===== config.mk =====
export PLATFORM = sky130hd
export DESIGN_NAME = blkXferSeq
export DESIGN_NICKNAME = d
export VERILOG_FILES = /design/src/rtl/blkXferPkg.sv /design/src/rtl/blkXferPath.sv /design/src/rtl/blkXferCtrl.sv /design/src/rtl/blkXferSeq.sv
export SDC_FILE = /design/constraint.sdc
export NUM_CORES = 1
export LEC_CHECK = 0
export BUFFER_PORTS_ARGS = -buffer_cell sky130_fd_sc_hd__clkbuf_2
export CAP_MARGIN = 25
export CORE_MARGIN = 1.5
export CORE_UTILIZATION = 40
export CTS_CLUSTER_SIZE = 30
export DETAILED_ROUTE_END_ITERATION = 10
export RECOVER_POWER = 50
export SYNTH_ARGS = -nofsm -noshare
export SYNTH_HDL_FRONTEND = slang
export SYNTH_HIERARCHICAL = 1
export SYNTH_SLANG_ARGS = --single-unit
export TNS_END_PERCENT = 10

===== constraint.sdc =====
create_clock -name clk -period 4 [get_ports clk]
set_input_delay 0.8 -clock clk [delete_from_list [all_inputs] [get_ports clk]]
set_output_delay 0.8 -clock clk [all_outputs]
set_load 0.02 [all_outputs]

===== src/rtl/blkXferPkg.sv =====
package blkXferPkg;
  typedef enum logic [1:0] {
    ST_IDLE   = 2'd0,
    ST_ACCESS = 2'd1,
    ST_TAIL   = 2'd2,
    ST_FINISH = 2'd3
  } seqState_t;

  typedef struct packed {
    logic load;      // capture operands at start
    logic advance;   // current request accepted
    logic accessOn;  // request cycle
    logic firstCyc;  // first request cycle of an operation
    logic finishOn;  // completion cycle
  } ctrlStrobes_t;
endpackage


===== src/rtl/blkXferPath.sv =====
module blkXferPath
  import blkXferPkg::*;
#(
  parameter int LIST_W     = 16,
  parameter int ADDR_W     = 32,
  parameter int BEAT_BYTES = 4,
  localparam int IDX_W     = $clog2(LIST_W),
  localparam int CNT_W     = $clog2(LIST_W + 1)
) (
  input  logic              clk,
  input  logic              rstN,
  input  ctrlStrobes_t      stb,
  input  logic [LIST_W-1:0] regList,
  input  logic [ADDR_W-1:0] baseAddr,
  input  logic              ascend,
  input  logic              preIndex,
  input  logic              isLoad,
  input  logic              writeBack,
  input  logic              userBank,
  input  logic              modeIsUserOrSys,
  output logic              listEmptyIn,
  output logic              lastBeat,
  output logic              ldHeld,
  output logic [ADDR_W-1:0] reqAddr,
  output logic [IDX_W-1:0]  reqReg,
  output logic              reqSeq,
  output logic              reqWrite,
  output logic              baseWbValid,
  output logic [ADDR_W-1:0] baseWbValue,
  output logic              userBankAccess,
  output logic              statusRestore,
  output logic              nextFetchNonSeq
);
  localparam logic [ADDR_W-1:0] BEAT = ADDR_W'(BEAT_BYTES);

  logic [LIST_W-1:0] maskQ;
  logic [ADDR_W-1:0] addrQ, newBaseQ;
  logic              seqQ, ldQ, wbQ, userQ, restoreQ, nonEmptyQ;

  logic [CNT_W-1:0]  setCount;
  logic [ADDR_W-1:0] spanBytes, startAddr, newBase;
  logic              topSel;

  function automatic logic [IDX_W-1:0] lowIdx(input logic [LIST_W-1:0] m);
    lowIdx = '0;
    for (int i = LIST_W - 1; i >= 0; i--)
      if (m[i]) lowIdx = IDX_W'(i);
  endfunction

  always_comb begin
    setCount = '0;
    for (int i = 0; i < LIST_W; i++)
      setCount = setCount + CNT_W'(regList[i]);
  end

  assign spanBytes = ADDR_W'(setCount) * BEAT;
  assign topSel    = regList[LIST_W-1];

  always_comb begin
    unique case ({ascend, preIndex})
      2'b10:   startAddr = baseAddr;
      2'b11:   startAddr = baseAddr + BEAT;
      2'b01:   startAddr = baseAddr - spanBytes;
      default: startAddr = baseAddr - spanBytes + BEAT;
    endcase
    newBase = ascend ? baseAddr + spanBytes : baseAddr - spanBytes;
  end

  always_ff @(posedge clk or negedge rstN) begin
    if (!rstN) begin
      maskQ     <= '0;
      addrQ     <= '0;
      newBaseQ  <= '0;
      seqQ      <= 1'b0;
      ldQ       <= 1'b0;
      wbQ       <= 1'b0;
      userQ     <= 1'b0;
      restoreQ  <= 1'b0;
      nonEmptyQ <= 1'b0;
    end else if (stb.load) begin
      maskQ     <= regList;
      addrQ     <= startAddr;
      newBaseQ  <= newBase;
      seqQ      <= 1'b0;
      ldQ       <= isLoad;
      wbQ       <= writeBack;
      userQ     <= userBank & (~isLoad | ~topSel);
      restoreQ  <= isLoad & userBank & topSel & ~modeIsUserOrSys;
      nonEmptyQ <= |regList;
    end else if (stb.advance) begin
      maskQ <= maskQ & (maskQ - 1'b1);
      addrQ <= addrQ + BEAT;
      seqQ  <= 1'b1;
    end
  end

  assign listEmptyIn     = ~|regList;
  assign lastBeat        = ~|(maskQ & (maskQ - 1'b1));
  assign ldHeld          = ldQ;
  assign reqAddr         = addrQ;
  assign reqReg          = lowIdx(maskQ);
  assign reqSeq          = seqQ;
  assign reqWrite        = ~ldQ;
  assign baseWbValue     = newBaseQ;
  assign baseWbValid     = wbQ & nonEmptyQ &
                           ((ldQ & stb.firstCyc) | (~ldQ & stb.finishOn));
  assign userBankAccess  = stb.accessOn & userQ;
  assign statusRestore   = stb.finishOn & restoreQ & nonEmptyQ;
  assign nextFetchNonSeq = stb.finishOn & ~ldQ & nonEmptyQ;
endmodule


===== src/rtl/blkXferCtrl.sv =====
module blkXferCtrl
  import blkXferPkg::*;
(
  input  logic         clk,
  input  logic         rstN,
  input  logic         start,
  input  logic         reqReady,
  input  logic         listEmptyIn,
  input  logic         lastBeat,
  input  logic         ldHeld,
  output ctrlStrobes_t stb,
  output logic         reqValid,
  output logic         busy,
  output logic         done
);
  seqState_t stateQ, stateD;
  logic      firstQ;

  always_comb begin
    stateD       = stateQ;
    stb          = '0;
    stb.accessOn = (stateQ == ST_ACCESS);
    stb.finishOn = (stateQ == ST_FINISH);
    stb.firstCyc = firstQ & (stateQ == ST_ACCESS);
    unique case (stateQ)
      ST_IDLE: if (start) begin
        stb.load = 1'b1;
        stateD   = listEmptyIn ? ST_FINISH : ST_ACCESS;
      end
      ST_ACCESS: if (reqReady) begin
        stb.advance = 1'b1;
        if (lastBeat) stateD = ldHeld ? ST_TAIL : ST_FINISH;
      end
      ST_TAIL:   stateD = ST_FINISH;
      default:   stateD = ST_IDLE;
    endcase
  end

  always_ff @(posedge clk or negedge rstN) begin
    if (!rstN) begin
      stateQ <= ST_IDLE;
      firstQ <= 1'b0;
    end else begin
      stateQ <= stateD;
      firstQ <= stb.load & ~listEmptyIn;
    end
  end

  assign reqValid = (stateQ == ST_ACCESS);
  assign busy     = (stateQ != ST_IDLE);
  assign done     = (stateQ == ST_FINISH);
endmodule


===== src/rtl/blkXferSeq.sv =====
module blkXferSeq
  import blkXferPkg::*;
#(
  parameter int LIST_W     = 16,
  parameter int ADDR_W     = 32,
  parameter int BEAT_BYTES = 4,
  localparam int IDX_W     = $clog2(LIST_W)
) (
  input  logic              clk,
  input  logic              rstN,
  input  logic              start,
  input  logic [LIST_W-1:0] regList,
  input  logic [ADDR_W-1:0] baseAddr,
  input  logic              ascend,
  input  logic              preIndex,
  input  logic              isLoad,
  input  logic              writeBack,
  input  logic              userBank,
  input  logic              modeIsUserOrSys,
  input  logic              reqReady,
  output logic              reqValid,
  output logic [ADDR_W-1:0] reqAddr,
  output logic [IDX_W-1:0]  reqReg,
  output logic              reqWrite,
  output logic              reqSeq,
  output logic              userBankAccess,
  output logic              busy,
  output logic              done,
  output logic              baseWbValid,
  output logic [ADDR_W-1:0] baseWbValue,
  output logic              statusRestore,
  output logic              nextFetchNonSeq
);
  ctrlStrobes_t stb;
  logic listEmptyIn, lastBeat, ldHeld;

  blkXferCtrl u_ctrl (
    .clk(clk), .rstN(rstN), .start(start), .reqReady(reqReady),
    .listEmptyIn(listEmptyIn), .lastBeat(lastBeat), .ldHeld(ldHeld),
    .stb(stb), .reqValid(reqValid), .busy(busy), .done(done)
  );

  blkXferPath #(.LIST_W(LIST_W), .ADDR_W(ADDR_W), .BEAT_BYTES(BEAT_BYTES)) u_path (
    .clk(clk), .rstN(rstN), .stb(stb), .regList(regList), .baseAddr(baseAddr),
    .ascend(ascend), .preIndex(preIndex), .isLoad(isLoad), .writeBack(writeBack),
    .userBank(userBank), .modeIsUserOrSys(modeIsUserOrSys),
    .listEmptyIn(listEmptyIn), .lastBeat(lastBeat), .ldHeld(ldHeld),
    .reqAddr(reqAddr), .reqReg(reqReg), .reqSeq(reqSeq), .reqWrite(reqWrite),
    .baseWbValid(baseWbValid), .baseWbValue(baseWbValue),
    .userBankAccess(userBankAccess), .statusRestore(statusRestore),
    .nextFetchNonSeq(nextFetchNonSeq)
  );
endmodule


# After elaboration in Yosys (flattened, before gate mapping)
# Index checks and enable logic that the tools add are counted.
[word_totals] inputBits=58 output_inout_bits=77 ff_bits=89 rom_bits=0 latch_bits=0 memories=0 elab_cells=102 ramBits=0
[classes] n_div=0 n_shift=0 muxes=34 eq_ne=9 mul=0 n_lt_le_gt_ge=0 n_reduce_logical=6 bitwise_logic=21 addsub=21
[ops] op="$add 32x3->32 const B" count=3
[ops] op="$mux 32" count=3
[ops] op="$pmux 32 s3" count=1
[ops] op="$add 5x1->5" count=14
[ops] op="$mux 4" count=16
[ops] op="$add 32x7->32" count=1
[ops] op="$mux 16" count=2
[ops] op="$reduce_or 16->1" count=2
[ops] op="$sub 32x7->32" count=1
[ops] op="$and 16x16->16" count=1
[ops] op="$sub 16x1->16 const B" count=1
[ops] op="$and 1x1->1" count=14
[ops] op="$eq 2x2->1 const B" count=4
[ops] op="$mux 2" count=4
[ops] op="$mux 1" count=7
[ops] op="$ne 2x2->1 const B" count=3
[ops] op="$pmux 2 s3" count=1
[ops] op="$eq 2x1->1 const B" count=2
[ops] op="$not 1->1" count=4
[ops] op="$reduce_bool 2->1" count=2
[ops] op="$reduce_and 3->1" count=1
[ops] op="$add 1x1->2" count=1
[ops] op="$logic_not 2->1" count=1
[ops] op="$or 1x1->1" count=2

# Logic depth before layout (Yosys ltp)
[depth] ltp_word=19 depth_mapped=24

# Modules after synthesis
# The synthesis kept the hierarchy.
[by_module_without_submodules] mod="blkXferPath" cells_per_inst=1041 area_each_um2=8239.2 n_inst=1 seq_area_each_um2=2152.1
[by_module_without_submodules] mod="blkXferCtrl" cells_per_inst=29 area_each_um2=265.3 n_inst=1 seq_area_each_um2=75.1

# Worst setup path after synthesis
# No wires, ideal clock.
[synth_path] path_kind="input to register" start="input regList[0]" end="register u_path.addrQ[22] (netlist: u_path/reqAddr[22])" t_required_ns=3.872 n_path_buf=3 arrival_time_ns=6.561 path_stages=22 slack_ns=-2.689 path_cell_list="inv_1 > fa_1 > fa_1 > fa_1 > fa_1 > inv_1 > ha_1 > fa_1 > a21o_1 > and2_1 > ha_1 > buf_2 > nor4_1 > or3_1 > buf_2 > or4_1 > o2bb2a_1 > nand3_2 > nor4_1 > buf_2 > nor4b_1 > nor3_1"
[synth_between] elab_chain_cells=19
[synth_lines] element="start: declaration" line_no="blkXferSeq.sv:12" text="input logic [LIST_W-1:0] regList,"
[synth_lines] element="$add 1x1->2 *" line_no="blkXferPath.sv:53" text="setCount = setCount + CNT_W'(regList[i]);"
[synth_lines] element="$add 5x1->5 * (14 in series)" line_no="blkXferPath.sv:53"
[synth_lines] element="$sub 32x7->32 *" line_no="blkXferPath.sv:63, blkXferPath.sv:64"
[synth_lines] element="$add 32x3->32" line_no="blkXferPath.sv:64" text="default: startAddr = baseAddr - spanBytes + BEAT;"
[synth_lines] element="$pmux 32 s3 *" line_no="blkXferPath.sv:60" text="unique case ({ascend, preIndex})"
[synth_lines] element="$mux 32 *" line_no="blkXferPath.sv:80" text="end else if (stb.load) begin"
[synth_lines] element="end signal: assignment" line_no="blkXferPath.sv:82" text="addrQ <= startAddr;"
[synth_lines] element="end signal: assignment" line_no="blkXferPath.sv:92" text="addrQ <= addrQ + BEAT;"
[synth_lines] element="end: declaration" line_no="blkXferPath.sv:37" text="logic [ADDR_W-1:0] addrQ, newBaseQ;"
# Mark *: on every way between the ends. The rest lies on a longest branch, timed or not.
# A chain may end at the register's enable or synchronous reset.

# Worst setup path after layout
[layout_path] start="input regList[3]" end="register u_path.addrQ[27] (netlist: u_path/reqAddr[27])"
[layout_between] elab_chain_cells=17
[layout_lines] element="$add 5x1->5 * (13 in series)" line_no="blkXferPath.sv:53"
[layout_lines] element="$sub 32x7->32 *" line_no="blkXferPath.sv:63, blkXferPath.sv:64"
[layout_lines] element="$add 32x3->32" line_no="blkXferPath.sv:64"
[layout_lines] element="$pmux 32 s3 *" line_no="blkXferPath.sv:60"
[layout_lines] element="$mux 32 *" line_no="blkXferPath.sv:80"
# Marks and branches as above.

==> results.md <==
- DP HPWL: 20.9 mm
- Cts hold-fix bufs: 0
- Status: finished, violations left
- Critical path startpoint category: primary input
- Initial antenna violation count: 0
- TritonCTS clock tree: built
- Number of flops mapped to enable cells by yosys: 0
- Total GRT Usage: 25.1%
- Layout cells sized above 1: 37.6%
- First-pass GRT wire length: 44.4 mm
- Site Rows: 53
- Number of iterations in the first detailed-routing pass: 6
- Bufs on Longest Clock Path: 2
- Post-synth top flop: dfrtp_1
- Vias per cell: 5.66
- Syn avg cell area: 7.95 um^2
- Distinct cells, synth: 75
- CP max FO: 8
- Largest net degree at the start of global routing: 86
- FILL cells: 1977
- Final Critical Period: 6.12 ns
- Final setup fails: 58
- Mapped Cells: 1070
- Sequential-to-total area share from yosys stat: 26.2%
- Sequential share of power: 21.1%
- Residual DRC: 0
- Synth top area cells: dfrtp_1 (26%), xnor2_1 (5.7%), mux2_2 (4.6%)
- Die W: 149 um
- Post-route insts no fill: 1606
- Failing checks: max-capacitance violations, max-slew violations, negative setup slack
- RD Place Congestion: 0.915
- Worst slew pin tran: 1.70 ns
- WS Path Type: in -> reg
- DP Cell Count: 1574
- Net Sw Power: 3.85 mW
- Fin util: 56.5%
- Finished Cell Area: 11800 um^2
- VDD IR-drop max: 0.381 mV
- Syn. warnings: 6
- CTS buffer count: 9
- Number of global-route vias before repair: 8561
- Layout area overhead: 39.1%
- Worst Slack Setup Final: -2.12 ns
- Initial Util: 40.6%
- HP Class: reg -> reg
- Skew-Pair Late Insertion Delay: 0.36 ns
- Slew Viols, Final: 92
- Final ANT Viol Nets: 0
- Unrepaired setup endpoints after global routing: yes
- H-tree levels: 3
- Synthesized cell area: 8500 um^2
- MaxCap Viol Count: 2
- Die Area: 22100 um^2
- WL final: 28.1 mm
- Static Leak: 4.98 nW
- Clock power share: 10.9%
- Clock transition at path regs: 0.07 ns
- Port buffer count: 134
- Core Footprint: 21000 um^2
- Antenna cells: 0
- Instance area at placement: 10800 um^2
- 1st-iter DRT viols: 867
- Logic pwr share: 68.0%
- Nets: 1424
- Gr ovfl total: 0
- Skew final: 0.00864 ns
- Worst slew margin: -13.3%
- Maximum operating frequency: 163 MHz
- Pwr Density: 705 nW/um^2
- Ports: 135
- Die H: 149 um
- Internal power: 4.50 mW
- Synth Register Bits: 89
- Worst setup EP type: flop
- WL/cell: 17.5 um
- Vias: 9091
- Synth area leader: dfrtp_1
- Post-Syn Nets: 1168
- Clk sinks: 89
- Top-area cell type share of the netlist area: 26.2%
- Total Power: 8.35 mW
- Clock root cell: clkbuf_16
- Tcrit/Tclk final: 153%
- Arrival @ worst endpoint: 6.30 ns
- Switching share of power: 46.1%
- Hold Violations, Final: 0
- Synth async-reset ratio: 100%
- Required @ worst endpoint: 4.18 ns
- Final setup TNS: -95.14 ns
==> kinds of logic after synthesis <==
kind of cell	share of synthesized area, %
AO/OA/AOI/OAI	19.4
XOR/XNOR	9.47
adder cells (fa/ha/maj)	7.18
buffers and inverters	6.36
flip-flops	26.2
multiplexers	5.58
AND/OR/NAND/NOR	25.8
==> through the flow <==
step,hold slack (ns),setup WS (ns)
6_report,0.508,-2.12
5_1_grt,0.528,-2.21
3_5_place_dp,0.495,-2.56
3_3_place_gp,0.490,-2.45
2_1_floorplan,0.481,-2.23
4_1_cts,0.513,-2.17
==> cells in the mapped netlist, drive strengths merged, types with 28 or more instances <==
| cell type | number |
|---|---|
| a21oi | 73 |
| inv | 57 |
| xor2 | 37 |
| nor2 | 76 |
| dfrtp | 89 |
| nor4 | 29 |
| clkbuf | 63 |
| xnor2 | 55 |
| ha | 28 |
| mux2 | 35 |
| nand2 | 97 |
| o21ai | 59 |
| nor3 | 45 |
==> worst paths after layout <==
path / endpoint / slack (ns) / startpoint / cells after the start
worst max-delay path: u_path/reqAddr[27] / -2.12 / regList[3] / 23
worst min-delay path: u_path/baseWbValue[23] / 0.51 / u_path/baseWbValue[23] / 1
worst max register to register: u_ctrl/stateQ[1] / 0.82 / u_path/maskQ[4] / 10
worst min register to register: u_path/baseWbValue[23] / 0.51 / u_path/baseWbValue[23] / 1
max in group asynchronous: u_path/baseWbValue[12] / 0.97 / rstN / 2
min in group asynchronous: u_path/baseWbValue[29] / 0.78 / rstN / 1
==> area by class of cell <==
cell class / count / area (um^2) / area share (%)
inverters: 59 / 239 / 2.02
multi-input cells: 845 / 6500 / 54.9
clock buffers: 9 / 225 / 1.90
clock inverters: 7 / 85.1 / 0.719
well taps: 275 / 344 / 2.91
flip-flops and latches: 89 / 2230 / 18.8
repair buffers: 322 / 2210 / 18.7
==> critical path, stage by stage <==
cell and delay [ns]:
buf_8 0.08, inv_4 0.03, fa_1 0.59, fa_1 0.48, fa_2 0.51, fa_1 0.53, inv_2 0.05, ha_4 0.16
fa_2 0.38, a21o_1 0.17, and2_4 0.16, ha_4 0.29, nor4_4 0.04, or3_4 0.36, buf_12 0.16, or4_4 0.43
o2bb2a_4 0.23, nand3_4 0.09, nor4b_4 0.22, buf_4 0.17, buf_12 0.12, a41o_1 0.19, a311oi_2 0.05
==> metal layers <==
metal,up-vias,GRT usage (%),wire (um)
li1,4415,-,-
met1,4320,37.9,13800
met2,326,37.9,12300
met3,30,3.55,1690
met4,0,5.10,365
met5,-,0,0
==> state kept, by name, indices dropped and copies added, names as in the netlist <==
name,cells
u_path/reqSeq,1
u_ctrl/firstQ,1
u_path/nonEmptyQ,1
u_path/userQ,1
u_path/maskQ,16
u_path/restoreQ,1
u_path/baseWbValue,32
u_path/reqAddr,32
u_path/ldHeld,1
u_path/wbQ,1
u_ctrl/stateQ,2
==> power by group through the flow <==
stage                     Combinational (mW)  Clock (mW)  Sequential (mW)
final                                   5.68       0.909             1.76
after global routing                    6.15       0.968             1.84
after CTS                               5.14       0.931             1.77
after detailed placement                4.99           0             1.78
after global placement                  4.94           0             1.76
after floorplan                         2.67           0             2.10
==> cell usage in the layout (no fill, tap or decap), types with 7 or more instances in the layout <==
cell         n
a21o_1       9
a21oi_1     63
a21oi_2      9
a31oi_1     20
and3_1      17
and4_1      12
buf_4      175
buf_6       12
clkbuf_1     9
clkbuf_16   10
clkbuf_2   118
dfrtp_1     89
fa_1         8
ha_1        18
inv_1       46
mux2_2      32
mux2i_1      7
nand2_1     92
nand2b_1    11
nand3_1     22
nand4_1     26
nor2_1      67
nor3_1      40
nor4_1      15
nor4_2       8
o21ai_0     51
o22ai_1     20
or3_1       10
xnor2_1     48
xnor2_2      7
xor2_1      36
==> repair_timing <==
action,4_1_cts,5_1_grt
pin swaps,17,35
endpoints found under the setup margin,59,60
cloned,0,1
gates resized for setup,29,121
setup buffers,2,13
Note: power is estimated with default switching activity, not from simulation.
